[config.mk]
export PLATFORM = sky130hd
export DESIGN_NAME = prop_chk_top
export DESIGN_NICKNAME = d
export VERILOG_FILES = /design/src/rtl/prop_chk_pkg.sv /design/src/rtl/prop_slot.sv /design/src/rtl/prop_alloc.sv /design/src/rtl/prop_sat_cnt.sv /design/src/rtl/prop_chk_top.sv
export SDC_FILE = /design/constraint.sdc
export NUM_CORES = 1
export LEC_CHECK = 0
export CAP_MARGIN = 15
export CORE_UTILIZATION = 28
export DETAILED_ROUTE_END_ITERATION = 16
export PLACE_DENSITY = 0.46
export SKIP_CTS_REPAIR_TIMING = 1
export SLEW_MARGIN = 5
export SYNTH_ARGS = -nofsm -noshare
export SYNTH_HDL_FRONTEND = slang
export SYNTH_SLANG_ARGS = --single-unit
[constraint.sdc]
create_clock -name clk_i -period 5.75 [get_ports clk_i]
set_input_delay 1.15 -clock clk_i [delete_from_list [all_inputs] [get_ports clk_i]]
set_output_delay 1.15 -clock clk_i [all_outputs]
set_load 0.01 [all_outputs]
[src/rtl/prop_chk_pkg.sv]
package prop_chk_pkg;
  typedef enum logic [2:0] {
    ST_IDLE,
    ST_ACT,
    ST_EN_C,
    ST_EN_GAP,
    ST_EN_D,
    ST_PASS,
    ST_FAIL
  } slot_st_e;
endpackage

[src/rtl/prop_slot.sv]
module prop_slot
  import prop_chk_pkg::*;
(
  input  logic clk_i,
  input  logic rst_ni,
  input  logic start_i,
  input  logic b_i,
  input  logic c_i,
  input  logic d_i,
  input  logic dis_i,
  input  logic eot_i,
  output logic free_o,
  output logic pass_o,
  output logic vac_o,
  output logic fail_o
);
  slot_st_e st_q, st_d;

  always_comb begin
    st_d   = st_q;
    pass_o = 1'b0;
    vac_o  = 1'b0;
    fail_o = 1'b0;
    unique case (st_q)
      ST_ACT: begin
        if (dis_i || eot_i) begin
          vac_o = 1'b1;
          st_d  = ST_PASS;
        end else if (b_i) begin
          st_d = ST_EN_C;
        end else begin
          st_d = ST_IDLE;
        end
      end
      ST_EN_C: begin
        if (dis_i)    st_d = ST_IDLE;
        else if (c_i) st_d = ST_EN_GAP;
        else begin
          fail_o = 1'b1;
          st_d   = ST_FAIL;
        end
      end
      ST_EN_GAP: st_d = dis_i ? ST_IDLE : ST_EN_D;
      ST_EN_D: begin
        if (dis_i) st_d = ST_IDLE;
        else if (d_i) begin
          pass_o = 1'b1;
          st_d   = ST_PASS;
        end else begin
          fail_o = 1'b1;
          st_d   = ST_FAIL;
        end
      end
      default: st_d = ST_IDLE;
    endcase
    if (start_i) st_d = ST_ACT;
  end

  always_ff @(posedge clk_i or negedge rst_ni) begin
    if (!rst_ni) st_q <= ST_IDLE;
    else         st_q <= st_d;
  end

  assign free_o = (st_q == ST_IDLE) || (st_q == ST_PASS) || (st_q == ST_FAIL);

  // terminal states hold one cycle only
  p_term_release_r10: assert property (@(posedge clk_i) disable iff (!rst_ni)
    (st_q == ST_PASS || st_q == ST_FAIL) |=> (st_q == ST_IDLE || st_q == ST_ACT));

  p_start_on_free_r5: assert property (@(posedge clk_i) disable iff (!rst_ni)
    start_i |-> free_o);

  p_dis_no_open_r6: assert property (@(posedge clk_i) disable iff (!rst_ni)
    dis_i |=> st_q != ST_ACT);
endmodule

[src/rtl/prop_alloc.sv]
module prop_alloc #(
  parameter int unsigned NSLOT = 5
) (
  input  logic             clk_i,
  input  logic             rst_ni,
  input  logic             req_i,
  input  logic [NSLOT-1:0] free_i,
  output logic [NSLOT-1:0] gnt_o
);
  // lowest free slot wins
  always_comb begin
    logic found;
    found = 1'b0;
    gnt_o = '0;
    for (int i = 0; i < NSLOT; i++) begin
      if (req_i && free_i[i] && !found) begin
        gnt_o[i] = 1'b1;
        found    = 1'b1;
      end
    end
  end

  p_slot_avail_r5: assert property (@(posedge clk_i) disable iff (!rst_ni)
    req_i |-> (free_i != '0));

  p_gnt_single_r1: assert property (@(posedge clk_i) disable iff (!rst_ni)
    $onehot0(gnt_o));

  p_gnt_on_req_r1: assert property (@(posedge clk_i) disable iff (!rst_ni)
    req_i |-> (gnt_o != '0));
endmodule

[src/rtl/prop_sat_cnt.sv]
module prop_sat_cnt #(
  parameter int unsigned W  = 16,
  parameter int unsigned IW = 3
) (
  input  logic          clk_i,
  input  logic          rst_ni,
  input  logic [IW-1:0] inc_i,
  output logic [W-1:0]  cnt_o
);
  localparam logic [W:0] MAX = {1'b0, {W{1'b1}}};

  logic [W-1:0] cnt_q;
  logic [W:0]   inc_ext, sum;

  always_comb begin
    inc_ext           = '0;
    inc_ext[IW-1:0]   = inc_i;
    sum               = {1'b0, cnt_q} + inc_ext;
    if (sum > MAX) sum = MAX;
  end

  always_ff @(posedge clk_i or negedge rst_ni) begin
    if (!rst_ni) cnt_q <= '0;
    else         cnt_q <= sum[W-1:0];
  end

  assign cnt_o = cnt_q;

  p_sat_hold_r8: assert property (@(posedge clk_i) disable iff (!rst_ni)
    (cnt_q == {W{1'b1}}) |=> (cnt_q == {W{1'b1}}));

  p_no_wrap_r8: assert property (@(posedge clk_i) disable iff (!rst_ni)
    1'b1 |=> (cnt_q >= $past(cnt_q)));
endmodule

[src/rtl/prop_chk_top.sv]
module prop_chk_top #(
  parameter int unsigned NSLOT = 5,
  parameter int unsigned CNT_W = 16
) (
  input  logic             clk_i,
  input  logic             rst_ni,
  input  logic             a_i,
  input  logic             b_i,
  input  logic             c_i,
  input  logic             d_i,
  input  logic             disable_i,
  input  logic             eot_i,
  output logic             pass_o,
  output logic             vac_o,
  output logic             fail_o,
  output logic [CNT_W-1:0] pass_cnt_o,
  output logic [CNT_W-1:0] fail_cnt_o
);
  localparam int unsigned EW = $clog2(NSLOT + 1);

  logic             start;
  logic [NSLOT-1:0] free, gnt, pass_ev, vac_ev, fail_ev;
  logic [EW-1:0]    n_pass, n_fail;
  logic             pass_q, vac_q, fail_q;

  assign start = a_i && !disable_i && !eot_i;

  prop_alloc #(.NSLOT(NSLOT)) u_alloc (
    .clk_i  (clk_i),
    .rst_ni (rst_ni),
    .req_i  (start),
    .free_i (free),
    .gnt_o  (gnt)
  );

  for (genvar g = 0; g < NSLOT; g++) begin : g_slot
    prop_slot u_slot (
      .clk_i   (clk_i),
      .rst_ni  (rst_ni),
      .start_i (gnt[g]),
      .b_i     (b_i),
      .c_i     (c_i),
      .d_i     (d_i),
      .dis_i   (disable_i),
      .eot_i   (eot_i),
      .free_o  (free[g]),
      .pass_o  (pass_ev[g]),
      .vac_o   (vac_ev[g]),
      .fail_o  (fail_ev[g])
    );
  end

  always_comb begin
    n_pass = '0;
    n_fail = '0;
    for (int i = 0; i < NSLOT; i++) begin
      n_pass = n_pass + EW'(pass_ev[i]);
      n_fail = n_fail + EW'(fail_ev[i]);
    end
  end

  always_ff @(posedge clk_i or negedge rst_ni) begin
    if (!rst_ni) begin
      pass_q <= 1'b0;
      vac_q  <= 1'b0;
      fail_q <= 1'b0;
    end else begin
      pass_q <= |pass_ev;
      vac_q  <= |vac_ev;
      fail_q <= |fail_ev;
    end
  end

  prop_sat_cnt #(.W(CNT_W), .IW(EW)) u_pass_cnt (
    .clk_i  (clk_i),
    .rst_ni (rst_ni),
    .inc_i  (n_pass),
    .cnt_o  (pass_cnt_o)
  );

  prop_sat_cnt #(.W(CNT_W), .IW(EW)) u_fail_cnt (
    .clk_i  (clk_i),
    .rst_ni (rst_ni),
    .inc_i  (n_fail),
    .cnt_o  (fail_cnt_o)
  );

  assign pass_o = pass_q;
  assign vac_o  = vac_q;
  assign fail_o = fail_q;

  p_dis_quiet_r6: assert property (@(posedge clk_i) disable iff (!rst_ni)
    disable_i |=> (!pass_o && !fail_o));

  p_vac_cause_r7: assert property (@(posedge clk_i) disable iff (!rst_ni)
    vac_o |-> $past(disable_i || eot_i));

  p_fail_counted_r8: assert property (@(posedge clk_i) disable iff (!rst_ni)
    fail_o |-> (fail_cnt_o != '0));

  p_pass_counted_r3: assert property (@(posedge clk_i) disable iff (!rst_ni)
    pass_o |-> (pass_cnt_o != '0));
endmodule

==> metrics.cfg <==
[routing]
viasPerCell = 4.84
firstDrtPassIters = 4
totalWireLength_um = 7170
dr_total_vias = 2534
met2_length_um = 3390
topRoutingLayerUsed = met4
drcViolationCount = 0
ant_nets = 0
first_iter_violations = 153
wirelength_met1_um = 3430
wl_met3_um = 299
wire_per_inst_um = 13.7

[setup_path]
startpoint_type = input pin
cp_data_arrival_time_ns = 5.25
setup.worst_path.end_class = flop
crit_chain = clkdlybuf4s50_1 -> inv_1 -> nor2_1 -> nand3_1 -> fa_1 -> inv_1 -> fa_1 -> ha_1 -> inv_1 -> fa_1 -> nor2b_1 -> or2_2 -> nand2b_1 -> or3_1 -> o21ai_0
cp_max_fo = 13
path_class = in2reg
crit_required_ns = 5.97
slowest_delay_ns = 0.62
critPathSlowestCell = clkdlybuf4s50_1

[synthesis]
yosysUniqueCellTypes = 48
muxShareOfSynthArea_pct = 2.50
synth-xor-area-share_pct = 4.87
synth_compound_area_share_pct = 13.5
yosys.area_share.simple_pct = 25.9
synth_edf_count = 0
syn_nets = 371
synth_fa_ha_area_share_pct = 8.02
synthCells = 347
synthArstFlopShare_pct = 100
synth.avg_cell_area_um2 = 8.81
synth-seq-area-share_pct = 40.9
ys_top_cells_by_area = dfrtp_1, nand2_1, ha_1
synth_top_family_by_area = simple AND/OR/NAND/NOR gates
synthFlopType = dfrtp_1
synth.top_cell.area_share_pct = 40.9
syn_area_mm2 = 0.00306
synth-seq-cells = 50
synth_top_area_cell = dfrtp_1
yosys_warnings = 0

[sta]
fmax_ghz = 0.199
rsz0062_at_grt = false
fin_crit_sh_pct = 87.5
setup_violations = 0
finalClockSkew_ns = 0.00909
min_period_ns = 5.03
final_max_slew_viol_count = 0
finalHoldViolations = 0
relSlewSlack_pct = 55.2
fin_tns_setup_ns = 0
hold_slack_ns = 0.548
worst_pin_slew_ns = 0.672

[global_routing]
grt_pass1_wl_um = 12600
grt_overflow_total = 0
grt_use_total_pct = 13.7
grt_start_max_net_pins = 51
antenna_found_initial = 0
grt_pass1_vias = 2637

[clocking]
cts_tree = yes
clock-sinks = 50
cts.reportedPaths.clkPinSlew_ns = 0.10
cts_made_buffers = 5
clock_path_buffers = 2
worst_skew_pair.late_latency_ns = 0.31
root_buffer = clkbuf_8
htreeDepth = 2

[power_and_ir_drop]
powerDensity_mw_per_mm2 = 369
p_leak_nw = 1.68
ir_drop_uv = 168

[die]
dieArea_mm2 = 0.0113
start_util_pct = 29.2
die_h_um = 106
num_rows = 37
pin_count = 43
die_x_um = 106
core_mm2 = 0.0105

[status]
outcome = finished, final reports clean

[finish]
layout-drive-gt1-share_pct = 7.22
nets = 411
antennaDiodeCount = 0
syn2layout_area_growth_pct = 22.6

[min_path]
hold_path.class = reg2reg

[flow_run]
drv_cap = 0

[placement]
gp_congestion = 0.794
io_buffers = 42
dp_hpwl_um = 5230

-- kinds of logic (layout without fill, tap and decap cells) --
| logic type | count (synthesis) | after routing |
|---|---|---|
| AND/OR/NAND/NOR | 154 | 154 |
| AO/OA/AOI/OAI | 68 | 68 |
| flip-flops | 50 | 50 |
| buffers and inverters | 35 | 76 |
| XOR/XNOR | 17 | 17 |
| adder cells (fa/ha/maj) | 16 | 16 |
| multiplexers | 7 | 7 |
-- through the flow --
stage	setup WS, ns	cell area [um2]	std cells	util, %	total power [mW]
after global routing	0.372	3750	524	35.8	1.51
after floorplan	1.33	3060	347	-	0.915
after global placement	0.507	3630	516	34.7	1.13
after detailed placement	0.384	3630	516	34.7	1.13
after CTS	0.706	3750	524	35.8	1.41
final	0.719	3750	524	35.8	1.38
-- placed cells by master, fill, tap and decap left out, types with 5 or more instances in the layout --
| cell | instances |
|---|---|
| xor2_1 | 8 |
| inv_1 | 20 |
| nor2_1 | 29 |
| nor3b_1 | 7 |
| clkdlybuf4s50_1 | 41 |
| fa_1 | 6 |
| xnor2_1 | 9 |
| o21ai_0 | 22 |
| buf_4 | 6 |
| clkbuf_8 | 5 |
| dfrtp_1 | 50 |
| nor2b_1 | 9 |
| nor3_1 | 13 |
| nand2b_1 | 11 |
| ha_1 | 10 |
| a21oi_1 | 21 |
| nand3_1 | 17 |
| mux2_2 | 5 |
| nand2_1 | 40 |
| or3_1 | 5 |
-- critical path: cells and delay by family --
kind            cells  cell delay, ns
fa+ha+maj           4            1.58
buf+inv             4            0.83
compound gates      1            0.16
simple gates        6            1.52
-- cell usage after synthesis, types with 4 or more instances --
master and count:
a21oi_1 21, xor2_1 8, nor3b_1 7, or3_1 5
and3_1 4, fa_1 6, ha_1 10, nor2_1 29
o21ai_0 22, dfrtp_1 50, nand4_1 4, xnor2_1 9
nand2b_1 11, nor2b_1 9, inv_1 20, clkbuf_1 14
nand2_1 40, mux2_2 5, nor3_1 13, nand3_1 17
-- power by group --
group | total (mW) | internal [mW] | switching [mW]
combinational | 0.556 | 0.279 | 0.277
sequential | 0.565 | 0.439 | 0.126
clock | 0.262 | 0.133 | 0.129
-- final timing paths --
check | from | endpoint | slack, ns | cells after the start
worst max-delay path | d_i | u_pass_cnt.cnt_o[2]$_DFF_PN0_ | 0.72 | 15
worst min-delay path | u_fail_cnt.cnt_o[10]$_DFF_PN0_ | u_fail_cnt.cnt_o[10]$_DFF_PN0_ | 0.55 | 2
worst max register to register | g_slot[0].u_slot.st_q[1]$_DFF_PN0_ | u_pass_cnt.cnt_o[2]$_DFF_PN0_ | 1.68 | 14
min in group asynchronous | rst_ni | u_fail_cnt.cnt_o[0]$_DFF_PN0_ | 0.94 | 2
worst min register to register | u_fail_cnt.cnt_o[10]$_DFF_PN0_ | u_fail_cnt.cnt_o[10]$_DFF_PN0_ | 0.55 | 2
max in group asynchronous | rst_ni | g_slot[4].u_slot.st_q[0]$_DFF_PN0_ | 4.34 | 2
-- metal layers --
layer | track usage, % | vias to the layer above
li1 | - | 1275
met1 | 18.4 | 1206
met2 | 22.8 | 49
met3 | 2.70 | 4
met4 | 3.13 | 0
met5 | 0 | -
-- registers in the layout, summed over array words and instances (netlist names) --
signal	cells
u_fail_cnt.cnt_o	16
fail_o	1
pass_o	1
u_pass_cnt.cnt_o	16
g_slot.u_slot.st_q	15
vac_o	1
-- layout make-up --
class | instances | area, um2
inverter | 20 | 75.1
sequential | 50 | 1250
tap | 136 | 170
timing repair buffer | 48 | 460
fill | 1120 | 6720
clock inverter | 3 | 48.8
multi-input combinational | 262 | 1670
clock buffer | 5 | 68.8
(Power assumes the default switching activity.)
